<file path="src/rtl/scp_pkg.sv">
package scp_pkg;

    localparam int ADDR_W        = 8;
    localparam int ROW_BYTES     = 8;
    localparam int BSEL_W        = $clog2(ROW_BYTES);
    localparam int ROW_W         = ADDR_W - BSEL_W;
    localparam int ROW_BITS      = ROW_BYTES * 8;
    localparam int PAGES         = 4;
    localparam int PAGE_BYTES    = 32;
    localparam int ROWS_PER_PAGE = PAGE_BYTES / ROW_BYTES;
    localparam int DATA_ROWS     = PAGES * ROWS_PER_PAGE;
    localparam int NUM_ROWS      = DATA_ROWS + 2;

    localparam logic [ROW_W-1:0] REG_ROW   = ROW_W'(DATA_ROWS);
    localparam logic [ROW_W-1:0] KEY_ROW   = ROW_W'(DATA_ROWS + 1);
    localparam logic [ROW_W-1:0] P1_FIRST  = ROW_W'(ROWS_PER_PAGE);
    localparam logic [ROW_W-1:0] P2_FIRST  = ROW_W'(2 * ROWS_PER_PAGE);

    typedef logic [ROW_W-1:0]    row_t;
    typedef logic [ROW_BITS-1:0] line_t;

    typedef enum logic [1:0] {
        LOCK_NONE  = 2'b00,
        LOCK_PAGE0 = 2'b01,
        LOCK_ALL   = 2'b10,
        LOCK_ALL2  = 2'b11
    } lock_e;

    typedef enum logic {
        CP_IDLE = 1'b0,
        CP_WAIT = 1'b1
    } cp_state_e;

    typedef struct packed {
        logic ok;
        logic badmac;
        logic prot;
    } cp_result_t;

    function automatic logic row_locked(input row_t row, input lock_e mode);
        if (row > KEY_ROW)                     return 1'b1;
        if (mode == LOCK_ALL || mode == LOCK_ALL2) return 1'b1;
        if (mode == LOCK_PAGE0 && row < P1_FIRST)  return 1'b1;
        return 1'b0;
    endfunction

    function automatic logic row_in_p1(input row_t row);
        return (row >= P1_FIRST) && (row < P2_FIRST);
    endfunction

    function automatic line_t merge_line(input line_t old_v, input line_t new_v,
                                         input logic and_only);
        return and_only ? (old_v & new_v) : new_v;
    endfunction

endpackage

</file>
<file path="src/rtl/scp_scratchpad.sv">
module scp_scratchpad
    import scp_pkg::*;
(
    input  logic              clk,
    input  logic              rst,
    input  logic              wr_en,
    input  logic [ADDR_W-1:0] wr_addr,
    input  logic [7:0]        wr_data,
    input  logic [BSEL_W-1:0] rd_sel,
    output logic [7:0]        rd_data,
    output row_t              row_q,
    output line_t             line_q
);

    logic [7:0] bytes_q [ROW_BYTES];

    always_ff @(posedge clk) begin
        if (rst) begin
            for (int i = 0; i < ROW_BYTES; i++) bytes_q[i] <= '0;
            row_q <= '0;
        end else if (wr_en) begin
            bytes_q[wr_addr[BSEL_W-1:0]] <= wr_data;
            row_q <= wr_addr[ADDR_W-1:BSEL_W];
        end
    end

    for (genvar g = 0; g < ROW_BYTES; g++) begin : g_pack
        assign line_q[8*g +: 8] = bytes_q[g];
    end

    assign rd_data = bytes_q[rd_sel];

endmodule

</file>
<file path="src/rtl/scp_mem_array.sv">
module scp_mem_array
    import scp_pkg::*;
(
    input  logic              clk,
    input  logic              rst,
    input  logic              we,
    input  row_t              wr_row,
    input  line_t             wr_line,
    input  logic              p1_and,
    input  logic [ADDR_W-1:0] rd_addr,
    output logic [7:0]        rd_data,
    output line_t             key_q
);

    line_t mem_q [NUM_ROWS];
    row_t  rd_row;
    line_t rd_line;

    always_ff @(posedge clk) begin
        if (rst) begin
            for (int i = 0; i < NUM_ROWS; i++) mem_q[i] <= '0;
        end else if (we && wr_row <= KEY_ROW) begin
            mem_q[wr_row] <= merge_line(mem_q[wr_row], wr_line,
                                        p1_and && row_in_p1(wr_row));
        end
    end

    assign rd_row  = rd_addr[ADDR_W-1:BSEL_W];
    assign rd_line = (rd_row < KEY_ROW) ? mem_q[rd_row] : '0;
    assign rd_data = rd_line[8*rd_addr[BSEL_W-1:0] +: 8];
    assign key_q   = mem_q[KEY_ROW];

endmodule

</file>
<file path="src/rtl/scp_copy_fsm.sv">
module scp_copy_fsm
    import scp_pkg::*;
#(
    parameter int TIMEOUT = 64
) (
    input  logic       clk,
    input  logic       rst,
    input  logic       copy_req,
    input  row_t       row,
    input  lock_e      mode,
    input  logic       mac_valid,
    input  logic       mac_hit,
    output logic       accept,
    output logic       commit,
    output logic       busy,
    output cp_result_t result_q
);

    localparam int CNT_W = $clog2(TIMEOUT + 1);
    localparam logic [CNT_W-1:0] CNT_LAST = CNT_W'(TIMEOUT - 1);

    cp_state_e        state_q, state_d;
    logic [CNT_W-1:0] cnt_q, cnt_d;
    cp_result_t       result_d;

    assign accept = (state_q == CP_IDLE) && copy_req;
    assign busy   = (state_q == CP_WAIT);

    always_comb begin
        state_d  = state_q;
        cnt_d    = cnt_q;
        result_d = '0;
        commit   = 1'b0;
        case (state_q)
            CP_IDLE: begin
                if (copy_req) begin
                    if (row_locked(row, mode)) begin
                        result_d.prot = 1'b1;
                    end else if (row == KEY_ROW) begin
                        commit      = 1'b1;
                        result_d.ok = 1'b1;
                    end else begin
                        state_d = CP_WAIT;
                        cnt_d   = '0;
                    end
                end
            end
            CP_WAIT: begin
                if (mac_valid) begin
                    state_d = CP_IDLE;
                    if (mac_hit) begin
                        commit      = 1'b1;
                        result_d.ok = 1'b1;
                    end else begin
                        result_d.badmac = 1'b1;
                    end
                end else if (cnt_q == CNT_LAST) begin
                    state_d         = CP_IDLE;
                    result_d.badmac = 1'b1;
                end else begin
                    cnt_d = cnt_q + CNT_W'(1);
                end
            end
            default: state_d = CP_IDLE;
        endcase
    end

    always_ff @(posedge clk) begin
        if (rst) begin
            state_q  <= CP_IDLE;
            cnt_q    <= '0;
            result_q <= '0;
        end else begin
            state_q  <= state_d;
            cnt_q    <= cnt_d;
            result_q <= result_d;
        end
    end

endmodule

</file>
<file path="src/rtl/scp_copy_ctrl.sv">
module scp_copy_ctrl
    import scp_pkg::*;
#(
    parameter int MAC_W   = 160,
    parameter int TIMEOUT = 64
) (
    input  logic              clk,
    input  logic              rst,
    input  logic              sp_wr_en,
    input  logic [7:0]        sp_wr_addr,
    input  logic [7:0]        sp_wr_data,
    input  logic [2:0]        sp_rd_sel,
    output logic [7:0]        sp_rd_data,
    input  logic              copy_req,
    input  logic [1:0]        prot_mode,
    input  logic              p1_and_mode,
    input  logic              mac_valid,
    input  logic [MAC_W-1:0]  mac_got,
    input  logic [MAC_W-1:0]  mac_want,
    input  logic [7:0]        mem_rd_addr,
    output logic [7:0]        mem_rd_data,
    output logic [63:0]       key_out,
    output logic              copy_busy,
    output logic              st_ok,
    output logic              st_badmac,
    output logic              st_prot
);

    row_t       sp_row;
    line_t      sp_data;
    logic       accept, commit, sp_we;
    cp_result_t result;

    assign sp_we = sp_wr_en && !copy_busy && !accept;

    scp_scratchpad u_sp (
        .clk     (clk),
        .rst     (rst),
        .wr_en   (sp_we),
        .wr_addr (sp_wr_addr),
        .wr_data (sp_wr_data),
        .rd_sel  (sp_rd_sel),
        .rd_data (sp_rd_data),
        .row_q   (sp_row),
        .line_q  (sp_data)
    );

    scp_copy_fsm #(.TIMEOUT(TIMEOUT)) u_fsm (
        .clk       (clk),
        .rst       (rst),
        .copy_req  (copy_req),
        .row       (sp_row),
        .mode      (lock_e'(prot_mode)),
        .mac_valid (mac_valid),
        .mac_hit   (mac_got == mac_want),
        .accept    (accept),
        .commit    (commit),
        .busy      (copy_busy),
        .result_q  (result)
    );

    scp_mem_array u_mem (
        .clk     (clk),
        .rst     (rst),
        .we      (commit),
        .wr_row  (sp_row),
        .wr_line (sp_data),
        .p1_and  (p1_and_mode),
        .rd_addr (mem_rd_addr),
        .rd_data (mem_rd_data),
        .key_q   (key_out)
    );

    assign st_ok     = result.ok;
    assign st_badmac = result.badmac;
    assign st_prot   = result.prot;

endmodule

</file>
<file path="config.mk">
export PLATFORM = sky130hd
export DESIGN_NAME = scp_copy_ctrl
export DESIGN_NICKNAME = d
export VERILOG_FILES = /design/src/rtl/scp_pkg.sv /design/src/rtl/scp_scratchpad.sv /design/src/rtl/scp_mem_array.sv /design/src/rtl/scp_copy_fsm.sv /design/src/rtl/scp_copy_ctrl.sv
export SDC_FILE = /design/constraint.sdc
export NUM_CORES = 2
export LEC_CHECK = 0
export BUFFER_PORTS_ARGS = -buffer_cell sky130_fd_sc_hd__buf_2
export CAP_MARGIN = 25
export CORE_ASPECT_RATIO = 0.7
export CORE_MARGIN = 3
export CORE_UTILIZATION = 40
export CTS_CLUSTER_SIZE = 8
export DETAILED_ROUTE_END_ITERATION = 10
export PLACE_DENSITY = 0.66
export REMOVE_ABC_BUFFERS = 1
export SYNTH_ARGS = -nofsm -noshare
export SYNTH_HDL_FRONTEND = slang
export SYNTH_SLANG_ARGS = --single-unit
</file>
<file path="constraint.sdc">
create_clock -name clk -period 10.88 [get_ports clk]
set_clock_uncertainty 0.15 [all_clocks]
set_input_delay 1.632 -clock clk [delete_from_list [all_inputs] [get_ports clk]]
set_output_delay 1.632 -clock clk [all_outputs]
set_load 0.02 [all_outputs]
</file>
==> qor_table.md <==
| Quantity | This run | Unit |
| --- | --- | --- |
| Final setup violation count | 0 | - |
| WL per Instance | 33.74 | um |
| Final clock period utilization by the worst path | 73.05 | % |
| Synth Instances | 6,323 | - |
| Time the worst path needs with I/O delays and setup | 7.948 | ns |
| Core Rows | 157 | - |
| Hold/Removal Path Class | register to register | - |
| H-Tree Level Count | 5 | - |
| Number of vias after detailed routing | 70.13k | - |
| Via count of the first global-routing pass | 69.05k | - |
| Setup repair bufs after CTS | 0 | - |
| Number of cells on the worst hold path | 2 | - |
| Area delta synth->final | 15.84 | % |
| FFs w/ async S/R, synth | 0 | % |
| Arr. time, crit path | 6.17 | ns |
| CP Class | primary input to primary output | - |
| Critical path data required time | 9.10 | ns |
| Wire length reported by the detailed router | 374.9 | mm |
| Quantity of gates resized following cts | 0 | - |
| Violation count after the first detailed-route iteration | 12.01k | - |
| Clock tree from TritonCTS | done | - |
| Io pins | 439 | - |
| Total power density per cell area | 162.6 | nW/um2 |
| Antenna viol nets, final | 0 | - |
| Distinct cells, synth | 70 | - |
| TritonCTS buffer count | 308 | - |
| DRC viols | 0 | - |
| Post-detailed-placement half-perimeter wirelength | 225.9 | mm |
| Number of nets in the layout | 7,923 | - |
| LEAKAGE | 42.55 | nW |
| Total routing usage reported by global routing | 27.05 | % |
| Element type at the critical path start | primary input | - |
| Filler-free cell count of the finished design | 11.11k | - |
| CP max FO | 16 | - |
| Count of clock tree sinks | 2,133 | - |
| Status | complete, no violations | - |
| Mapped cell area | 106,600 | um2 |
| Die span in x | 623.0 | um |
| Largest net degree at the start of global routing | 129 | - |
| Fraction of final layout cells with drive strength greater than 1 | 27.71 | % |
| Highest achievable clock rate | 125.8 | MHz |
| Headroom to the max-slew limit | 17.96 | % |
| Post-route total power | 20.08 | mW |
| Syn avg cell area | 16.86 | um2 |
| Hold Slack | 0.3438 | ns |
| Clock Latency Late Sink | 0.85 | ns |
| Number of warnings issued by yosys | 0 | - |
| Core outline area | 263,200 | um2 |
| Clock-pin slew on the worst setup and hold paths | 0.05 | ns |
| Count of placed standard cells including taps | 10.75k | - |
| Pre-antenna DRT Iters | 7 | - |
| Worst setup slack for register-to-register paths | 5.84 | ns |
| Setup repair after global routing missed its margin | false | - |
| Antenna violations before repair | 59 | - |
| Number of register bits inferred by synthesis | 2,133 | - |
| Startpoint of the lowest-slack hold path | u_fsm.cnt_q[6]$_SDFFE_PP0P_ | - |
| Path depth of the worst reg2reg path | 6 | - |
| Max-slew violation count | 0 | - |
| Peak supply drop | 0.1218 | mV |
| Final sum of negative setup slack | 0 | ns |
| Initial Util | 40.50 | % |
| Endpoint, Worst Hold | u_fsm.cnt_q[6]$_SDFFE_PP0P_ | - |
| Count of final hold-check violations | 0 | - |
| Port buffer count | 438 | - |
| Y dimension of the die | 437.9 | um |
| Transition time of the tightest slew-check pin | 1.231 | ns |
| Area of the die | 272,800 | um2 |
| Global-route wire length before repair | 522.4 | mm |
| Number of synthesized flops with an enable pin | 2,112 | - |
| Element type at the critical path end | primary output | - |
| Ratio of routed vias to standard cells | 6.311 | - |
| Sequential fraction of the synthesis area | 59.88 | % |
| Remaining Overflow, GRT | 0 | - |
| Largest buffer count on any clock path | 4 | - |
| Count of hold-fix buffers inserted at cts | 0 | - |
| Clock root buffer master | sky130_fd_sc_hd__clkbuf_16 | - |
| Worst reg2reg path endpoint | u_mem.mem_q[19][16]$_DFFE_PP_ | - |
| Leading register cell type out of synthesis | sky130_fd_sc_hd__edfxtp_1 | - |
| Source of the critical timing path | mem_rd_addr[6] | - |
| Placer congestion estimate | 0.9285 | - |
| Max-Cap Viols | 0 | - |
[metal layers]
layer	part of all wire, %	routed length (um)	track usage [%]	up-vias
met4	4.2	15780	10.62	57
li1	-	-	-	27220
met5	0.17	629	0.7374	-
met2	44	163300	39.45	5754
met1	36	136300	36.26	36110
met3	16	58880	10.67	995
[cell families after synthesis]
group	share of synthesized area, %
xor+xnor	1.347
fa+ha+maj	0.01173
buf+inv	3.023
other cells	0.003518
compound gates	4.838
mux	24.85
flops	59.88
simple gates	6.037
[critical path, cell delays in order]
cell and delay (ns):
sky130_fd_sc_hd__buf_4 0.36, sky130_fd_sc_hd__buf_4 0.52, sky130_fd_sc_hd__nand2_2 0.50, sky130_fd_sc_hd__buf_4 0.44
sky130_fd_sc_hd__nor2_1 0.86, sky130_fd_sc_hd__a221oi_1 0.21, sky130_fd_sc_hd__o21ai_0 0.23, sky130_fd_sc_hd__o21ai_0 0.28
sky130_fd_sc_hd__buf_4 0.30, sky130_fd_sc_hd__o211ai_1 0.36, sky130_fd_sc_hd__buf_6 0.23, sky130_fd_sc_hd__buf_2 0.19
[power by group]
part | switching, mW | internal [mW]
sequential | 0.202 | 9.35
combinational | 1.17 | 0.817
clock | 3.42 | 5.13
[registers in the layout (all words and copies together), names as in the netlist, named ones only]
signal and flops:
u_fsm.busy 1, u_fsm.cnt_q 7, u_fsm.result_q 3, u_mem.mem_q 2048, u_sp.bytes_q 64, u_sp.row_q 5
[final cells by class]
cell class | count | area [um2]
diodes | 18 | 45.04
clock buffers | 330 | 8013
clock inverters | 9 | 116.4
fillers | 22610 | 139700
inverters | 8 | 33.78
multi-input cells | 4518 | 43270
flip-flops and latches | 2133 | 63860
well taps | 3498 | 4377
repair buffers | 598 | 3786
[stage by stage]
| step | utilization (%) | worst slack [ns] | instance area [um2] |
|---|---|---|---|
| floorplan | - | -12.70 | 106800 |
| global placement | 43.72 | 2.430 | 115100 |
| detailed placement | 43.78 | 3.157 | 115200 |
| CTS | 46.86 | 3.173 | 123400 |
| global route | 46.91 | 3.099 | 123500 |
| finish | 46.92 | 2.932 | 123500 |
[synthesized netlist by cell type, types with 5 or more instances]
master	n	area [um2]
sky130_fd_sc_hd__edfxtp_1	2112	63420
sky130_fd_sc_hd__nor2_1	1195	4486
sky130_fd_sc_hd__mux4_2	1035	23310
sky130_fd_sc_hd__mux2i_1	306	3063
sky130_fd_sc_hd__clkbuf_1	274	1028
sky130_fd_sc_hd__xnor2_1	160	1401
sky130_fd_sc_hd__buf_4	107	803.3
sky130_fd_sc_hd__nand2_1	105	394.1
sky130_fd_sc_hd__a221oi_1	104	910.9
sky130_fd_sc_hd__o21ai_0	92	460.4
sky130_fd_sc_hd__buf_6	81	912.1
sky130_fd_sc_hd__a21oi_1	79	395.4
sky130_fd_sc_hd__and2_1	73	456.7
sky130_fd_sc_hd__o221ai_4	64	1682
sky130_fd_sc_hd__buf_2	59	295.3
sky130_fd_sc_hd__nand4_1	49	306.5
sky130_fd_sc_hd__nand3_1	39	195.2
sky130_fd_sc_hd__buf_1	37	138.9
sky130_fd_sc_hd__a22oi_1	36	270.3
sky130_fd_sc_hd__a31oi_1	29	181.4
sky130_fd_sc_hd__nor3_1	26	130.1
sky130_fd_sc_hd__o211ai_1	25	187.7
sky130_fd_sc_hd__a221o_1	21	210.2
sky130_fd_sc_hd__dfxtp_1	21	420.4
sky130_fd_sc_hd__a21o_1	15	112.6
sky130_fd_sc_hd__a211oi_1	13	97.59
sky130_fd_sc_hd__a32oi_1	12	105.1
sky130_fd_sc_hd__nor4_1	12	75.07
sky130_fd_sc_hd__mux2_2	11	123.9
sky130_fd_sc_hd__nor2b_1	9	56.30
sky130_fd_sc_hd__or2_2	9	56.30
sky130_fd_sc_hd__a22o_1	8	70.07
sky130_fd_sc_hd__and3_1	8	50.05
sky130_fd_sc_hd__nand2b_1	7	43.79
sky130_fd_sc_hd__or3_1	7	43.79
sky130_fd_sc_hd__inv_1	6	22.52
sky130_fd_sc_hd__nor4bb_1	6	60.06
sky130_fd_sc_hd__o2111ai_1	6	52.55
sky130_fd_sc_hd__o21a_1	6	45.04
sky130_fd_sc_hd__o22ai_1	6	37.54
sky130_fd_sc_hd__o311ai_0	5	43.79
[layout by cell type, fill, tap and decap left out, drive strengths merged, types with 104 or more instances in the layout]
cell / netlist / layout
edfxtp: 2112 / 2112
nor2: 1195 / 1195
mux4: 1035 / 1035
conb: 1 / 896
buf: 285 / 597
clkbuf: 274 / 331
mux2i: 306 / 306
xnor2: 160 / 160
nand2: 105 / 105
a221oi: 104 / 104
[how the worst max path moves through the flow]
stage | cells after the start | end
finish | 12 | mem_rd_data[4]
global route | 12 | mem_rd_data[4]
CTS | 8 | mem_rd_data[7]
detailed placement | 8 | mem_rd_data[7]
global placement | 10 | mem_rd_data[4]
floorplan | 4 | u_mem.mem_q[17][0]$_DFFE_PP_
(Power assumes the default switching activity.)
